**src/rtl/rzz_pkg.sv**
```systemverilog
package rzz_pkg;

   typedef enum logic {
      ST_IDLE,
      ST_WALK
   } walk_st_e;

   // Raster index of zig-zag scan position k for a dim x dim block.
   // Diagonals are walked alternately down-left (odd) and up-right (even).
   function automatic int zz_to_raster(input int k, input int dim);
      int seen;
      int res;
      int r;
      int c;
      seen = 0;
      res  = 0;
      for (int d = 0; d < 2*dim-1; d++) begin
         for (int s = 0; s < dim; s++) begin
            r = (d % 2 == 1) ? s : (dim - 1 - s);
            c = d - r;
            if (c >= 0 && c < dim) begin
               if (seen == k) res = r*dim + c;
               seen++;
            end
         end
      end
      return res;
   endfunction

endpackage

```
**src/rtl/rzz_walk_ctrl.sv**
```systemverilog
module rzz_walk_ctrl #(
   parameter int NC = 16,
   localparam int PW = $clog2(NC)
) (
   input  logic          clk_i,
   input  logic          rst_ni,
   input  logic          start_i,
   output logic          load_o,
   output logic          walk_o,
   output logic [PW-1:0] pos_o,
   output logic          done_o
);
   import rzz_pkg::*;

   walk_st_e      st_q;
   logic [PW-1:0] pos_q;
   logic          done_q;

   assign walk_o = (st_q == ST_WALK);
   assign load_o = (st_q == ST_IDLE) && start_i;
   assign pos_o  = pos_q;
   assign done_o = done_q;

   always_ff @(posedge clk_i or negedge rst_ni) begin
      if (!rst_ni) begin
         st_q   <= ST_IDLE;
         pos_q  <= '0;
         done_q <= 1'b0;
      end else begin
         done_q <= walk_o && (pos_q == '0);
         if (load_o) begin
            st_q  <= ST_WALK;
            pos_q <= PW'(NC-1);
         end else if (walk_o) begin
            if (pos_q == '0) st_q  <= ST_IDLE;
            else             pos_q <= pos_q - 1'b1;
         end
      end
   end

endmodule

```
**src/rtl/rzz_coef_pick.sv**
```systemverilog
module rzz_coef_pick #(
   parameter int BLK_DIM = 4,
   parameter int COEF_W  = 16,
   localparam int NC     = BLK_DIM*BLK_DIM,
   localparam int PW     = $clog2(NC)
) (
   input  logic [NC*COEF_W-1:0] blk_i,
   input  logic [PW-1:0]        pos_i,
   output logic [COEF_W-1:0]    coef_o
);
   logic [COEF_W-1:0] scan_w [NC];

   for (genvar k = 0; k < NC; k++) begin : g_scan
      localparam int RI = rzz_pkg::zz_to_raster(k, BLK_DIM);
      assign scan_w[k] = blk_i[RI*COEF_W +: COEF_W];
   end

   assign coef_o = scan_w[pos_i];

endmodule

```
**src/rtl/rzz_stat_acc.sv**
```systemverilog
module rzz_stat_acc #(
   parameter int NC      = 16,
   parameter int COEF_W  = 16,
   parameter int T1_MAX  = 3,
   localparam int CW     = $clog2(NC+1),
   localparam int RW     = $clog2(NC),
   localparam int TW     = $clog2(T1_MAX+1)
) (
   input  logic                 clk_i,
   input  logic                 rst_ni,
   input  logic                 clear_i,
   input  logic                 step_i,
   input  logic [COEF_W-1:0]    coef_i,
   output logic [CW-1:0]        tc_o,
   output logic [TW-1:0]        t1_o,
   output logic [CW-1:0]        t0_o,
   output logic [T1_MAX-1:0]    t1_sign_o,
   output logic [NC*COEF_W-1:0] lvl_o,
   output logic [CW-1:0]        lvl_cnt_o,
   output logic [NC*RW-1:0]     run_o,
   output logic [CW-1:0]        run_cnt_o
);
   logic [CW-1:0]     nz_q, t0_q, lvl_n_q, run_n_q;
   logic [TW-1:0]     t1_q;
   logic              stop_q;
   logic [RW-1:0]     zrun_q;
   logic [T1_MAX-1:0] sign_q;
   logic [COEF_W-1:0] lvl_q [NC];
   logic [RW-1:0]     run_q [NC];

   logic is_nz, is_unit, take_t1;

   assign is_nz   = (coef_i != '0);
   assign is_unit = (coef_i == COEF_W'(1)) || (coef_i == {COEF_W{1'b1}});
   assign take_t1 = is_nz && is_unit && !stop_q && (t1_q < TW'(T1_MAX));

   always_ff @(posedge clk_i or negedge rst_ni) begin
      if (!rst_ni) begin
         nz_q <= '0; t1_q <= '0; t0_q <= '0; lvl_n_q <= '0; run_n_q <= '0;
         zrun_q <= '0; stop_q <= 1'b0; sign_q <= '0;
         for (int i = 0; i < NC; i++) begin
            lvl_q[i] <= '0;
            run_q[i] <= '0;
         end
      end else if (clear_i) begin
         nz_q <= '0; t1_q <= '0; t0_q <= '0; lvl_n_q <= '0; run_n_q <= '0;
         zrun_q <= '0; stop_q <= 1'b0; sign_q <= '0;
         for (int i = 0; i < NC; i++) begin
            lvl_q[i] <= '0;
            run_q[i] <= '0;
         end
      end else if (step_i) begin
         if (is_nz) begin
            if (take_t1) begin
               sign_q[t1_q] <= coef_i[COEF_W-1];
               t1_q         <= t1_q + 1'b1;
            end else begin
               stop_q                  <= 1'b1;
               lvl_q[lvl_n_q[RW-1:0]]  <= coef_i;
               lvl_n_q                 <= lvl_n_q + 1'b1;
            end
            if (nz_q != '0) run_q[RW'(nz_q - 1'b1)] <= zrun_q;
            zrun_q <= '0;
            nz_q   <= nz_q + 1'b1;
         end else if (nz_q != '0) begin
            zrun_q  <= zrun_q + 1'b1;
            t0_q    <= t0_q + 1'b1;
            run_n_q <= nz_q;
         end
      end
   end

   for (genvar i = 0; i < NC; i++) begin : g_flat
      assign lvl_o[i*COEF_W +: COEF_W] = lvl_q[i];
      assign run_o[i*RW +: RW]         = run_q[i];
   end

   always_comb begin
      if (nz_q == '0)                       run_cnt_o = '0;
      else if (run_n_q > nz_q - 1'b1)       run_cnt_o = nz_q - 1'b1;
      else                                  run_cnt_o = run_n_q;
   end

   assign tc_o      = nz_q;
   assign t1_o      = t1_q;
   assign t0_o      = t0_q;
   assign t1_sign_o = sign_q;
   assign lvl_cnt_o = lvl_n_q;

endmodule

```
**src/rtl/rzz_coef_stats.sv**
```systemverilog
module rzz_coef_stats #(
   parameter int BLK_DIM = 4,
   parameter int COEF_W  = 16,
   parameter int T1_MAX  = 3,
   localparam int NC     = BLK_DIM*BLK_DIM,
   localparam int CW     = $clog2(NC+1),
   localparam int RW     = $clog2(NC),
   localparam int TW     = $clog2(T1_MAX+1),
   localparam int PW     = $clog2(NC)
) (
   input  logic                 clk_i,
   input  logic                 rst_ni,
   input  logic                 start_i,
   input  logic [NC*COEF_W-1:0] coef_i,
   output logic                 done_o,
   output logic [CW-1:0]        tc_o,
   output logic [TW-1:0]        t1_o,
   output logic [CW-1:0]        t0_o,
   output logic [T1_MAX-1:0]    t1_sign_o,
   output logic [NC*COEF_W-1:0] lvl_o,
   output logic [CW-1:0]        lvl_cnt_o,
   output logic [NC*RW-1:0]     run_o,
   output logic [CW-1:0]        run_cnt_o
);
   if (BLK_DIM < 2) begin : g_bad_dim
      $error("rzz_coef_stats: BLK_DIM must be at least 2");
   end
   if (COEF_W < 2) begin : g_bad_w
      $error("rzz_coef_stats: COEF_W must be at least 2");
   end
   if (T1_MAX < 1 || T1_MAX > NC) begin : g_bad_t1
      $error("rzz_coef_stats: T1_MAX out of range");
   end

   logic                 load, walk;
   logic [PW-1:0]        pos;
   logic [NC*COEF_W-1:0] blk_q;
   logic [COEF_W-1:0]    cur_coef;

   always_ff @(posedge clk_i or negedge rst_ni) begin
      if (!rst_ni)   blk_q <= '0;
      else if (load) blk_q <= coef_i;
   end

   rzz_walk_ctrl #(.NC(NC)) i_ctrl (
      .clk_i  (clk_i),
      .rst_ni (rst_ni),
      .start_i(start_i),
      .load_o (load),
      .walk_o (walk),
      .pos_o  (pos),
      .done_o (done_o)
   );

   rzz_coef_pick #(.BLK_DIM(BLK_DIM), .COEF_W(COEF_W)) i_pick (
      .blk_i (blk_q),
      .pos_i (pos),
      .coef_o(cur_coef)
   );

   rzz_stat_acc #(.NC(NC), .COEF_W(COEF_W), .T1_MAX(T1_MAX)) i_acc (
      .clk_i    (clk_i),
      .rst_ni   (rst_ni),
      .clear_i  (load),
      .step_i   (walk),
      .coef_i   (cur_coef),
      .tc_o     (tc_o),
      .t1_o     (t1_o),
      .t0_o     (t0_o),
      .t1_sign_o(t1_sign_o),
      .lvl_o    (lvl_o),
      .lvl_cnt_o(lvl_cnt_o),
      .run_o    (run_o),
      .run_cnt_o(run_cnt_o)
   );

endmodule

```
**config.mk**
```make
export PLATFORM = sky130hd
export DESIGN_NAME = rzz_coef_stats
export DESIGN_NICKNAME = d
export VERILOG_FILES = /design/src/rtl/rzz_pkg.sv /design/src/rtl/rzz_walk_ctrl.sv /design/src/rtl/rzz_coef_pick.sv /design/src/rtl/rzz_stat_acc.sv /design/src/rtl/rzz_coef_stats.sv
export SDC_FILE = /design/constraint.sdc
export NUM_CORES = 1
export LEC_CHECK = 0
export BUFFER_PORTS_ARGS = -buffer_cell sky130_fd_sc_hd__buf_2
export CELL_PAD_IN_SITES_DETAIL_PLACEMENT = 1
export CELL_PAD_IN_SITES_GLOBAL_PLACEMENT = 1
export CORE_UTILIZATION = 25
export CTS_CLUSTER_SIZE = 24
export DETAILED_ROUTE_END_ITERATION = 12
export PLACE_DENSITY = 0.6
export SLEW_MARGIN = 15
export SYNTH_ARGS = -nofsm -noshare
export SYNTH_HDL_FRONTEND = slang
export SYNTH_SLANG_ARGS = --single-unit
```
**constraint.sdc**
```tcl
create_clock -name clk_i -period 8.4 [get_ports clk_i]
set_input_delay 0.84 -clock clk_i [delete_from_list [all_inputs] [get_ports clk_i]]
set_output_delay 0.84 -clock clk_i [all_outputs]
set_load 0.02 [all_outputs]
```
# Yosys cells after proc, flatten, opt, wreduce, memory -nomap -nowiden
# Cells that the tools add are included.
totals:
  ram_bits: 0
  latch_bits: 0
  mem_count: 0
  ff_bits: 612
  out_inout_bits: 346
  wordCells: 154
  mem_bits_ro: 0
op_classes:
  order_cmp: 9
  n_mul: 0
  bitwise_logic: 4
  div_mod_pow: 0
  add_sub_neg: 7
  n_shift: 0
  muxes: 59
  reduce_logical: 26
  eq_ne: 5
op_table:
  columns: ["op", "count"]
  rows:
  - ["$mux W256", 4]
  - ["$bwmux W256", 1]
  - ["$mux W64", 4]
  - ["$mux W5", 17]
  - ["$bmux W16 S4", 1]
  - ["$bwmux W64", 1]
  - ["$demux W16 S4", 1]
  - ["$mux W16", 3]
  - ["$mux W4", 8]
  - ["$demux W4 S4", 1]
  - ["$eq A16 B1 Y1 const B", 1]
  - ["$eq A16 B16 Y1 const B", 1]
  - ["$reduce_bool A16 Y1", 1]
  - ["$add A5 B1 Y5 const B", 3]
  - ["$ge A5 B5 Y1 const B", 3]
  - ["$not A4 Y5", 3]
  - ["$mux W3", 4]
  - ["$reduce_and A3 Y1", 4]
  - ["$lt A5 B1 Y1 const B", 2]
  - ["$logic_and A1 B1 Y1", 8]
  - ["$mux W1", 8]
  - ["$mux W2", 4]
  - ["$reduce_bool A2 Y1", 4]
  - ["$ne A2 B1 Y1 const B", 3]
  - ["other kinds (18)", 20]

# Longest topological paths before layout
logic_depth:
  depth_word: 13
  depth_mapped: 16
  mapped_depth_nobuf: 11

# Hierarchy
# Synthesis repeated with hierarchy kept, for this count alone.
hier_totals:
  cells_unflattened: 2063
  area_unflattened_um2: 27538.9
by_module_without_submodules:
  columns: ["module", "seq_area_each_um2", "n_inst", "cells_per_inst", "area_per_inst_um2"]
  rows:
  - ["rzz_stat_acc", 8758.4, 1, 1360, 15727.6]
  - ["rzz_coef_stats", 6406.1, 1, 540, 9594.2]
  - ["rzz_coef_pick", 0.0, 1, 137, 1933.1]
  - ["rzz_walk_ctrl", 150.1, 1, 26, 284.0]

# Worst setup path before layout
# No wires, ideal clock.
synth_timing:
  path_type: "register -> output"
  startpoint: "register i_acc.nz_q[0] (netlist: i_acc.tc_o[0])"
  endpoint: "output port run_cnt_o[2]"
  stages_incl_launch_ff: 13
  arrival_ns: 3.248
  n_path_buf: 2
  setup_slack_ns: 4.312
  t_required_ns: 7.560
  path_cell_list: "dfrtp_1 inv_1 ha_1 clkbuf_1 inv_1 or3_1 clkbuf_1 xnor2_1 ha_1 a21oi_1 a31oi_1 nor2_1 a211oi_1"
synth_via:
  elab_chain_cells: 4
synth_lines:
  columns: ["element", "line", "rtl"]
  rows:
  - ["start, declared", "rzz_stat_acc.sv:23", "logic [CW-1:0] nz_q, t0_q, lvl_n_q, run_n_q;"]
  - ["start signal, assigned", "rzz_stat_acc.sv:64", "nz_q <= nz_q + 1'b1;"]
  - ["$sub A5 B1 Y5", null, null]
  - ["$gt A5 B5 Y1", "rzz_stat_acc.sv:80", "else if (run_n_q > nz_q - 1'b1) run_cnt_o = nz_q - 1'b1;"]
  - ["$mux W5", "rzz_stat_acc.sv:80", null]
  - ["$mux W5 *", "rzz_stat_acc.sv:79", "if (nz_q == '0) run_cnt_o = '0;"]
  - ["end, declared", "rzz_coef_stats.sv:23", "output logic [CW-1:0] run_cnt_o"]
# Mark *: on every way between the ends. The rest lies on a longest branch, timed or not.

# Final worst setup path
layout_timing:
  startpoint: "register i_ctrl.pos_q[0] (netlist: i_ctrl.pos_o[0])"
  endpoint: "register i_acc.lvl_q (netlist bit i_acc.lvl_o[54])"
layout_via:
  elab_chain_cells: 11
layout_lines:
  columns: ["element", "line", "rtl"]
  rows:
  - ["start, declared", "rzz_walk_ctrl.sv:16", "logic [PW-1:0] pos_q;"]
  - ["start signal, assigned", "rzz_walk_ctrl.sv:33", "pos_q <= PW'(NC-1);"]
  - ["start signal, assigned", "rzz_walk_ctrl.sv:36", "else pos_q <= pos_q - 1'b1;"]
  - ["$not A4 Y5 (implied by the code) *", "rzz_coef_pick.sv:18", "assign coef_o = scan_w[pos_i];"]
  - ["$bmux W16 S4 *", "rzz_coef_pick.sv:18", null]
  - ["$mux W16 (implied by the code) * (2 in a row)", "rzz_coef_pick.sv:18", null]
  - ["$eq A16 B1 Y1 or $eq A16 B16 Y1 (tied branches)", "rzz_stat_acc.sv:34", "assign is_unit = (coef_i == COEF_W'(1)) || (coef_i == {COEF_W{1'b1}});"]
  - ["$logic_or A1 B1 Y1", "rzz_stat_acc.sv:34", null]
  - ["$logic_and A1 B1 Y1 (3 in a row)", "rzz_stat_acc.sv:35", "assign take_t1 = is_nz && is_unit && !stop_q && (t1_q < TW'(T1_MAX));"]
  - ["$ne A2 B1 Y1 (no line)", null, null]
  - ["$reduce_and A3 Y1 (no line)", null, null]
  - ["end signal, assigned by index", "rzz_stat_acc.sv:59", "lvl_q[lvl_n_q[RW-1:0]] <= coef_i;"]
  - ["end, declared", "rzz_stat_acc.sv:28", "logic [COEF_W-1:0] lvl_q [NC];"]
# Mark *: on every way between the ends. The rest lies on a longest branch, timed or not. The select of a mux whose other input is x is not followed.
# A chain may end at the register's enable or synchronous reset.

==> results.py <==
metrics = {
    "sta": {
        "fmax_ghz": 0.171,
        "max_slew_margin_pct": 0.737,
        "rsz0062_at_grt": "no",
        "finalHoldViolations": 0,
        "finalSetupViolCount": 0,
        "tightest_slew_ps": 1490,
        "slew_violations": 0,
        "fin_hold_ws_ps": 145,
        "finalCritPeriodShare_pct": 69.5,
        "finalSetupTns_ps": 0,
        "min_period_ps": 5840,
        "fin_skew_ps": 25.3,
    },
    "routing": {
        "drtPass1Iterations": 4,
        "routedWlPerCell_um": 22.9,
        "viasPerCell": 4.59,
        "routed_wl_um": 105000,
        "vias": 21100,
        "ant_nets": 0,
        "drc_errors": 0,
        "drtIter0Drc": 1178,
    },
    "clock_network": {
        "cts_sinks": 612,
        "cts_setup_buffers": 0,
        "cts_root_buffer": "clkbuf_16",
        "cts_hold_buf": 0,
        "clkSlewWorstSetupHoldPaths_ps": 70,
        "cts_tree": "built",
        "clock_path_buffers": 3,
        "cts_resized": 0,
        "cts_htree_levels": 3,
        "clk-insertion-delay-late_ps": 640,
        "numCtsBuffers": 77,
    },
    "setup_path": {
        "cp_cell_sequence": "buf_4 -> mux4_2 -> a22o_1 -> nor2_4 -> nand4_1 -> or4_4 -> o32ai_4 -> buf_4 -> or4b_1 -> mux2i_1",
        "path_class": "reg2reg",
        "cp_slowest_cell": "dfrtp_4",
        "cp_max_fo": 41,
        "cp.arrival_ps": 6370,
        "slowest_delay_ps": 970,
        "path_common_cell": "buf_4",
        "critPathLaunchType": "flop",
        "crit_required_ps": 8940,
        "cp-end-kind": "flop",
        "cp_top_family": "simple AND/OR/NAND/NOR gates",
        "critPathBufInv": 2,
    },
    "die": {
        "io_pins": 605,
        "std_cell_rows": 120,
        "chipWidth_um": 332,
        "core_area_um2": 107000,
        "die-area_um2": 110000,
        "initial_core_util_pct": 25.3,
        "fp.dieH_um": 332,
    },
    "logic_synthesis": {
        "yosys-top-cells-area": "dfrtp_1, nand2_1, mux2i_1, mux4_2, clkbuf_1",
        "syn_nets": 2889,
        "async_flop_share_pct": 100,
        "seq_area_frac_synth_pct": 56.4,
        "synthesis.area_um2": 27100,
        "ys_ff_latch": 612,
        "synthFlopType": "dfrtp_1",
        "avgSynthCellArea_um2": 10.4,
        "synth_top_cell_by_area": "dfrtp_1",
        "synthCells": 2609,
        "yosys_warnings": 0,
        "post-synth-top-area-fraction_pct": 56.4,
        "synth_edf_count": 0,
        "synth_cell_types": 59,
    },
    "hold_path": {
        "hp-class": "in2async",
    },
    "run": {
        "maxCapViolCount": 0,
    },
    "power": {
        "leakage_nw": 17.6,
        "max-vdd-ir-drop_mv": 0.205,
        "pwr_density_cell_nw_per_um2": 426,
    },
    "finish": {
        "utilization_pct": 31.7,
        "drive_above_1_share_pct": 27.3,
        "fin_area_um2": 34100,
        "nets": 3415,
        "regArea_um2": 15300,
        "multiInputGateArea_um2": 11000,
        "n_fill_cell": 12300,
        "fin_cells": 4597,
        "area_growth_pct": 25.5,
    },
    "placed_design": {
        "dp_cells": 4458,
        "placed_area_um2": 31500,
        "routabilityCongestion": 0.793,
        "buffer_ports.inserted": 604,
        "hpwl_um": 73200,
    },
    "global_routing": {
        "track_usage_pct": 19.0,
        "grt_pass1_vias": 22500,
        "grt_pass1_wl_um": 154000,
        "grt_max_degree": 225,
        "antenna_found_initial": 14,
        "grt_overflow": 0,
    },
    "outcome": {
        "outcome": "finished, final reports clean",
    },
}
## where the power goes
part | internal [W] | switching (W) | leakage [nW]
Clock | 0.00203 | 0.00135 | 1.26
Sequential | 0.00403 | 0.000907 | 8.01
Combinational | 0.00198 | 0.00422 | 8.37
Total | 0.00803 | 0.00648 | 17.6
## kinds of logic after synthesis
logic type      share of synthesized area (%)
flops                                    56.4
compound gates                           3.41
fa+ha+maj                               0.968
xor+xnor                                0.290
simple gates                             18.8
mux                                      16.6
buf+inv                                  3.55
## sequential cells by signal, indices dropped and copies added (netlist names), 5 cells and up
name,cells
blk_q,256
i_acc.run_o,64
i_acc.lvl_cnt_o,5
i_acc.lvl_o,256
i_acc.tc_o,5
i_acc.run_n_q,5
i_acc.t0_o,5
## layout by cell type (no fill, tap or decap), types with 6 or more instances in the layout
master     instances
nand2_1         1062
dfrtp_1          610
buf_2            603
mux2i_1          302
clkbuf_16         80
mux4_2            64
nor2_1            58
nand3_1           52
a21oi_1           42
o21ai_0           39
a22o_1            28
buf_4             28
ha_1              21
inv_1             18
clkbuf_8          15
nor2_4            14
clkbuf_1          14
nand4_1           12
clkinv_2          10
nor3_4             8
o211ai_1           7
xnor2_1            6
## routing by layer
metal	GRT usage, %	vias up	share of wire (%)
li1	-	9664	-
met1	24.0	10600	43
met2	31.7	646	49
met3	4.24	143	5.6
met4	6.84	8	3.1
met5	0	-	0.035
## final timing paths
path                                       from              end  slack (ps)  depth (start not counted)
worst max register to register  i_ctrl.pos_o[0]  i_acc.lvl_o[54]        2560                         10
worst min register to register        blk_q[49]        blk_q[49]         470                          2
worst min-delay path                     rst_ni  i_acc.lvl_o[39]         150                          1
worst max-delay path            i_ctrl.pos_o[0]  i_acc.lvl_o[54]        2560                         10
max in group asynchronous                rst_ni        blk_q[45]        6290                          3
min in group clk_i                   coef_i[92]        blk_q[92]         390                          3
## area by class of cell
type	count	share of cell area, %
timing repair buffer	638	9.90
inverter	18	0.198
antenna	4	0.0294
tap	1403	5.15
clock buffer	109	6.64
clock inverter	25	0.863
multi-input combinational	1788	32.2
sequential	612	45.0
## synthesized netlist by cell type, drive strengths merged, types with 2 or more instances
cell type and n:
a2111oi 2, a211oi 2, a21o 3, a21oi 42, a22o 28, and3 2, buf 52, clkbuf 139
dfrtp 612, ha 21, inv 18, mux2 3, mux2i 302, mux4 64, nand2 1063, nand2b 3
nand3 52, nand3b 3, nand4 12, nor2 72, nor2b 6, nor3 13, nor4 7, nor4b 4
o2111ai 3, o211ai 7, o21ai 40, o22ai 2, o311ai 4, or2 2, or3 2, or4 2
or4b 4, xnor2 6, xor2 3
## metrics by stage
step	worst slack, ps	total power (W)
final	2560	0.0145
after global routing	2170	0.0154
after CTS	2470	0.0148
after detailed placement	2540	0.0113
after global placement	2570	0.0112
after floorplan	4310	0.00850
No activity file was read; power rests on OpenSTA's default activity.
